==> src/rtl/link_loss_guard.sv <==
module link_loss_guard #(
  parameter int LOSS_PERIODS = 25000,
  parameter int POS_W = 11,
  parameter logic [POS_W-1:0] NO_MOVE_POS = POS_W'(1) << (POS_W-1)
) (
  input  logic             clk,
  input  logic             rst_n,
  input  logic             frame_ok,
  input  logic             status_read,
  input  logic             period_tick,
  input  logic             addr_fault,
  input  logic [POS_W-1:0] secure_pos,
  input  logic             move_done,
  output logic [POS_W-1:0] target_pos,
  output logic             move_start,
  output logic             sleep_req,
  output logic             motor_enable,
  output logic             link_lost
);
  localparam int CNT_W = $clog2(LOSS_PERIODS + 1);

  typedef enum logic [1:0] {ST_SHUTDOWN, ST_RUN, ST_SECURE_MOVE, ST_SLEEP} state_t;

  state_t           state;
  logic [CNT_W-1:0] gap_cnt;

  wire last_period = period_tick && !frame_ok && (gap_cnt == CNT_W'(LOSS_PERIODS - 1));
  wire lost_now    = (state == ST_RUN) && (addr_fault || last_period);
  wire park_direct = (secure_pos == NO_MOVE_POS);

  always_ff @(posedge clk) begin
    if (!rst_n) begin
      state      <= ST_SHUTDOWN;
      gap_cnt    <= '0;
      target_pos <= '0;
      move_start <= 1'b0;
      link_lost  <= 1'b0;
    end else begin
      move_start <= 1'b0;
      case (state)
        ST_SHUTDOWN: begin
          gap_cnt <= '0;
          if (status_read) state <= ST_RUN;
        end
        ST_RUN: begin
          if (lost_now) begin
            link_lost <= 1'b1;
            gap_cnt   <= '0;
            if (park_direct) begin
              state <= ST_SLEEP;
            end else begin
              state      <= ST_SECURE_MOVE;
              target_pos <= secure_pos;
              move_start <= 1'b1;
            end
          end else if (frame_ok) begin
            gap_cnt <= '0;
          end else if (period_tick) begin
            gap_cnt <= gap_cnt + 1'b1;
          end
        end
        ST_SECURE_MOVE: if (move_done) state <= ST_SLEEP;
        default: state <= ST_SLEEP;
      endcase
    end
  end

  assign motor_enable = (state == ST_RUN) || (state == ST_SECURE_MOVE);
  assign sleep_req    = (state == ST_SLEEP);

  AST_START_SINGLE: assert property (@(posedge clk) disable iff (!rst_n)
    move_start |=> !move_start);
  AST_START_WITH_TARGET: assert property (@(posedge clk) disable iff (!rst_n)
    move_start |-> (link_lost && target_pos != NO_MOVE_POS && motor_enable));
  AST_LOST_STICKY: assert property (@(posedge clk) disable iff (!rst_n)
    link_lost |=> link_lost);
  AST_SLEEP_STICKY: assert property (@(posedge clk) disable iff (!rst_n)
    sleep_req |=> sleep_req);
  AST_SLEEP_NEEDS_LOSS: assert property (@(posedge clk) disable iff (!rst_n)
    sleep_req |-> (link_lost && !motor_enable));
  AST_SHUTDOWN_QUIET: assert property (@(posedge clk) disable iff (!rst_n)
    (!motor_enable && !sleep_req) |-> (!link_lost && !move_start));
  AST_COUNT_BOUND: assert property (@(posedge clk) disable iff (!rst_n)
    int'(gap_cnt) < LOSS_PERIODS);
endmodule

==> config.mk <==
export PLATFORM = sky130hd
export DESIGN_NAME = link_loss_guard
export DESIGN_NICKNAME = d
export VERILOG_FILES = /design/src/rtl/link_loss_guard.sv
export SDC_FILE = /design/constraint.sdc
export NUM_CORES = 1
export LEC_CHECK = 0
export ABC_CLOCK_PERIOD_IN_PS = 1500
export BUFFER_PORTS_ARGS = -buffer_cell sky130_fd_sc_hd__clkbuf_2
export CORE_ASPECT_RATIO = 1.1
export CORE_MARGIN = 4
export CORE_UTILIZATION = 49
export DETAILED_ROUTE_END_ITERATION = 16
export HOLD_SLACK_MARGIN = 0.03
export PLACE_DENSITY = 0.86
export SETUP_SLACK_MARGIN = 0.1
export SLEW_MARGIN = 20
export SYNTH_ARGS = -nofsm -noshare
export SYNTH_HDL_FRONTEND = slang
export SYNTH_SLANG_ARGS = --single-unit
==> constraint.sdc <==
create_clock -name clk -period 1.5 [get_ports clk]
set_input_delay 0.3 -clock clk [delete_from_list [all_inputs] [get_ports clk]]
set_output_delay 0.3 -clock clk [all_outputs]
set_load 0.01 [all_outputs]
==> results of run 1 <==
[worst max-delay path, delay by kind of cell (launching register included)]
| kind | cells | cell delay [ns] |
|---|---|---|
| compound gates | 2 | 0.24 |
| simple gates | 3 | 0.85 |
| fa+ha+maj | 1 | 0.16 |
| buf+inv | 2 | 0.26 |
| flops | 1 | 0.35 |
[logic make-up (layout without fill, tap and decap cells)]
kind of cell | Yosys count | count (layout) | share of synthesized area (%)
AND/OR/NAND/NOR | 93 | 93 | 31.33
adder cells (fa/ha/maj) | 6 | 6 | 4.630
AO/OA/AOI/OAI | 33 | 34 | 15.36
multiplexers | 13 | 13 | 8.024
buffers and inverters | 10 | 98 | 3.626
flip-flops | 30 | 30 | 37.04
[sequential cells by signal, indices dropped and copies added, names as in the netlist]
| signal | cells |
|---|---|
| gap_cnt | 15 |
| target_pos | 11 |
| state | 2 |
| link_lost | 1 |
| move_start | 1 |
[layout make-up]
cell class / instances / share of cell area [%]
Tap cell: 34 / 1.635
Sequential cell: 30 / 23.52
Clock inverter: 2 / 2.309
Inverter: 5 / 0.8177
Multi-Input combinational cell: 146 / 46.90
Clock buffer: 6 / 1.972
Timing Repair Buffer: 85 / 22.85
[power breakdown]
part / switching (mW) / internal, mW / total (mW)
clock: 0.341 / 0.564 / 0.906
combinational: 0.909 / 0.864 / 1.77
sequential: 0.0778 / 0.892 / 0.970
total: 1.33 / 2.32 / 3.65
[layout by cell type, fill, tap and decap left out, types with 4 or more instances in the layout]
master	netlist	final
a21o_1	4	4
buf_4	0	49
buf_6	0	5
clkbuf_2	0	30
clkbuf_4	0	5
dfxtp_1	30	23
dfxtp_2	0	6
ha_4	0	5
mux2i_1	13	13
nand2_1	34	32
nand3_1	8	7
nor2_1	12	6
nor2_2	0	5
[through the flow]
step | TNS (ns) | util (%) | setup slack [ns] | cell area (um^2)
after detailed placement | -3.784 | 70.74 | -0.2039 | 2193
after floorplan | -0.6059 | - | -0.05155 | 1710
final | -9.094 | 83.90 | -0.4350 | 2601
after global placement | -2.557 | 70.74 | -0.1537 | 2193
after global routing | -10.23 | 83.90 | -0.4938 | 2601
after CTS | -2.394 | 78.37 | -0.1278 | 2430
[what timing repair did]
action	4_1_cts	5_1_grt
buffers inserted	4	9
gates resized for setup	23	24
setup endpoints to repair	32	32
pin swaps	8	14
cloned	0	1
hold buffers	0	0
[routing by layer]
metal	wire, um	part of all wire [%]	GRT usage (%)
met5	0	0	0
met4	652	8.6	17.08
met3	939	12	8.374
met1	2557	34	32.04
met2	3465	46	53.00
[worst max-delay path by stage]
stage	from	to	slack (ns)
floorplan	gap_cnt[1]	target_pos[0]	-0.05
global placement	secure_pos[4]	move_start	-0.15
detailed placement	secure_pos[4]	move_start	-0.20
CTS	gap_cnt[1]	gap_cnt[14]	-0.13
global route	state[1]	gap_cnt[12]	-0.49
finish	state[1]	gap_cnt[12]	-0.44
==> flow_summary.toml, run 1 <==
[timing]
whs_ns = 0.1998
hold_viol = 0
worst_slack_ns = -0.4350
drv_slew = 0
fin_worst_skew_ns = 0.01085
max_freq_ghz = 0.5168
period_needed_ns = 1.935
period_share_pct = 129.0
max-slew-margin-rel_pct = 70.08
rsz0062_at_grt = "yes"
worst_pin_slew_ns = 0.4471
setup_viol = 31

[global_route]
grt_max_degree = 32
antenna_found_initial = 0
grt-ovfl-total = 0
grt_usage_pct = 29.67
grt_pass1_wl_um = 9390
grt_pass1_vias = 1838

[layout]
nNetsFinal = 297
n_antenna_cell = 0
nFillCells = 149
layout-drive-gt1-share_pct = 53.65
multiInputGateArea_um2 = 1220
synthToLayoutAreaGrowth_pct = 60.42
finalNonFillerCells = 308
ff_latch_area_um2 = 611.8

[worst_hold_path]
worstHoldPathCells = 3
holdPathEnd = "target_pos[4]"
hold_path.startpoint = "secure_pos[4]"
hold_class = "primary input to register"

[yosys]
ys_types = 48
synth_cells = 185
synthArstFlopShare_pct = 0
synth_nets = 209
yosysTopAreaCell = "dfxtp_1"
syn-cell-area_um2 = 1622
synth_common_cells = "nand2_1, dfxtp_1, mux2i_1, nor2_1, nand3_1"
synth_most_common_cell = "nand2_1"
synth_top_area_share_pct = 37.04
synth_enable_flop_cells = 0
synth_ff_type = "dfxtp_1"
ys_warn_count = 0
avgSynthCellArea_um2 = 8.765
ys_seq_area_share_pct = 37.04
yosys-top-cells-area = "dfxtp_1, mux2i_1, nand2_1, ha_1, nor2_1"
synth_seq_cells = 30

[setup_path]
critPathMaxStageDelay_ns = 0.35
critical_path.slowest_cell = "dfxtp_2"
rrSetupSlack_ns = -0.44
path_cells = "inv_2, ha_4, nor3b_4, and3_4, o21ai_4, buf_4, nor4_2, a21o_1"
cp.arrival_ns = 2.24
r2r_end = "gap_cnt[12]"
cp.required_ns = 1.80
worstRegToRegCells = 8
timing.rr.start = "state[1]"
path_max_fanout = 8
crit_path_start_kind = "register"
end_kind = "register"
critPathKind = "register to register"

[clock_network]
clk_latency_ns = 0.36
cts_sinks = 30
ctsHtreeMaxLevel = 2
root_buffer = "clkbuf_4"
cts_tree = "built"
cts_buffer_depth = 2
clk_pin_slew_ns = 0.11
numCtsBuffers = 5

[route]
via_count = 2102
via_per_inst = 6.825
wirelength_um = 7615
postRouteAntennaNets = 0
drtIter0Drc = 248
wl_per_cell_um = 24.72
drtPass1Iterations = 9
drc = 0

[pwr]
powerDensity_nw_per_um2 = 1403
totalPowerFinal_mw = 3.648
vdd_ir_drop_max_v = 0.001079
p_leak_nw = 1.105

[die]
rows = 21
initial_core_util_pct = 52.30
coreArea_um2 = 3100
die_x_um = 62.85
num_io_pins = 33
die_y_um = 68.34
fp.dieArea_um2 = 4295

[status]
outcome = "finished, violations left"
violations = "setup timing"

[placement]
portBuffers = 32
placed_cells = 287
dpl.hpwl_um = 3442
routabilityCongestion = 0.8992

[run]
drv_cap = 0
(Power assumes the default switching activity.)
==> run 2: changes to the inputs <==
==> constraint.sdc (replaced) <==
create_clock -name clk -period 1.5 [get_ports clk]
set_input_delay 0.15 -clock clk [delete_from_list [all_inputs] [get_ports clk]]
set_output_delay 0.15 -clock clk [all_outputs]
set_load 0.01 [all_outputs]
==> flow_summary.toml, run 2 (synthesis gave the netlist of run 1 again) <==
[clock_network]
ctsHoldBuffers = 0
root_buffer = "clkbuf_4"
clk_pin_slew_ns = 0.10
ctsHtreeMaxLevel = 2
numCtsBuffers = 5
cts_tree = "built"
clk_latency_ns = 0.35
cts_buffer_depth = 2
cts_sinks = 30

[global_route]
grt-ovfl-total = 0
grt_max_degree = 29
grt_pass1_vias = 1915
grt_pass1_wl_um = 9501
antenna_found_initial = 0
grt_usage_pct = 29.72

[setup_path]
path_cells = "nor4b_4, nand4_4, o21ai_4, nor3_1, a211o_1"
cp.required_ns = 1.74
crit_path_start_kind = "register"
path_max_fanout = 7
critPathKind = "register to register"
end_kind = "register"
critPathMaxStageDelay_ns = 0.45
cp.arrival_ns = 2.17
critical_path.slowest_cell = "nor4b_4"

[layout]
reg_top3 = "gap_cnt: 15 flops, target_pos: 11 flops, state: 2 flops"
nNetsFinal = 298
utilization_pct = 82.12
layout-drive-gt1-share_pct = 53.45
nFillCells = 147
final_common_cell = "buf_4"
top_register = "gap_cnt"
largest_register_ffs = 15
synthToLayoutAreaGrowth_pct = 57.02
multiInputGateArea_um2 = 1210
ff_latch_area_um2 = 611.8
n_antenna_cell = 0
finalNonFillerCells = 309
mostFrequentLayoutCells = "buf_4, nand2_1, clkbuf_2, dfxtp_1, mux2i_1"

[die]
fp.dieArea_um2 = 4295
num_io_pins = 33
die_y_um = 68.34
initial_core_util_pct = 52.30
die_x_um = 62.85
rows = 21
coreArea_um2 = 3100

[route]
wl_met1_um = 2241
drc = 0
drtIter0Drc = 243
wl_met3_um = 957
met2_length_um = 3357
routed.top_layer = "met4"
postRouteAntennaNets = 0
via_per_inst = 6.725
wirelength_um = 7139
wl_per_cell_um = 23.10
via_count = 2078
drtPass1Iterations = 5

[timing]
period_share_pct = 128.5
worst_pin_slew_ns = 0.4224
period_needed_ns = 1.927
worst_slack_ns = -0.4273
drv_slew = 0
tns_ns = -9.194
max_freq_ghz = 0.5189
hold_viol = 0
fin_worst_skew_ns = 0.004996
setup_viol = 30
rsz0062_at_grt = "yes"
max-slew-margin-rel_pct = 71.72

[run]
drv_cap = 0

[pwr]
p_leak_nw = 1.094
vdd_ir_drop_max_v = 0.001413
totalPowerFinal_mw = 3.242
powerDensity_nw_per_um2 = 1273

[worst_hold_path]
hold_class = "primary input to register"

[placement]
portBuffers = 32
placed_cells = 290
dpl.hpwl_um = 3686
routabilityCongestion = 0.8967

[status]
violations = "setup timing"
outcome = "finished, violations left"
run 2: changes by cell type in the layout (fill, tap and decap cells not counted), sizes merged:
cell / before / now
bufinv: 2 / 0
clkinvlp: 0 / 1
clkbuf: 36 / 37
clkinv: 0 / 1
run 2: critical path, delay by kind of cell (launching register included):
family	cells	cell delay (ns)
flops	1	0.38
compound gates	2	0.62
simple gates	3	0.82
run 2: timing repair:
action / 4_1_cts / 5_1_grt
pin swaps: 9 / 12
setup buffers: 3 / 8
cloned: 1 / 0
resized for setup: 21 / 20
endpoints found under the setup margin: 31 / 31
run 2: routing by layer:
| layer | GRT usage, % | vias to the layer above |
|---|---|---|
| met5 | 0 | - |
| met4 | 16.25 | 0 |
| met3 | 6.240 | 76 |
| met2 | 56.99 | 220 |
| met1 | 30.80 | 930 |
| li1 | - | 852 |
run 2: worst paths after layout:
kind | slack, ns | startpoint | cells after the start | to
setup reg to reg | -0.43 | gap_cnt[6] | 5 | gap_cnt[10]
setup / recovery | -0.43 | gap_cnt[6] | 5 | gap_cnt[10]
hold / removal | 0.03 | secure_pos[10] | 3 | target_pos[10]
hold reg to reg | 0.46 | target_pos[6] | 2 | target_pos[6]
run 2: metrics by stage:
step | area, um^2 | worst slack, ns | hold WS, ns
floorplan | 1710 | -0.05155 | 0.2921
global placement | 2216 | -0.08635 | 0.3948
detailed placement | 2216 | -0.1227 | 0.4008
CTS | 2411 | -0.1653 | 0.03541
global route | 2546 | -0.4212 | 0.02652
finish | 2546 | -0.4273 | 0.03390
run 2: power by group:
| part | switching (mW) | total (mW) | leakage (nW) | internal, mW |
|---|---|---|---|---|
| combinational | 0.873 | 1.75 | 0.813 | 0.880 |
| clock | 0.316 | 0.541 | 0.0343 | 0.225 |
| sequential | 0.0627 | 0.948 | 0.247 | 0.885 |
run 2: final cells by class:
cell class                      count  area share, %
Multi-Input combinational cell    146          47.52
Sequential cell                    30          24.03
Timing Repair Buffer               86          23.54
Clock buffer                        6          2.015
Tap cell                           34          1.671
Inverter                            5         0.7371
Clock inverter                      2         0.4914
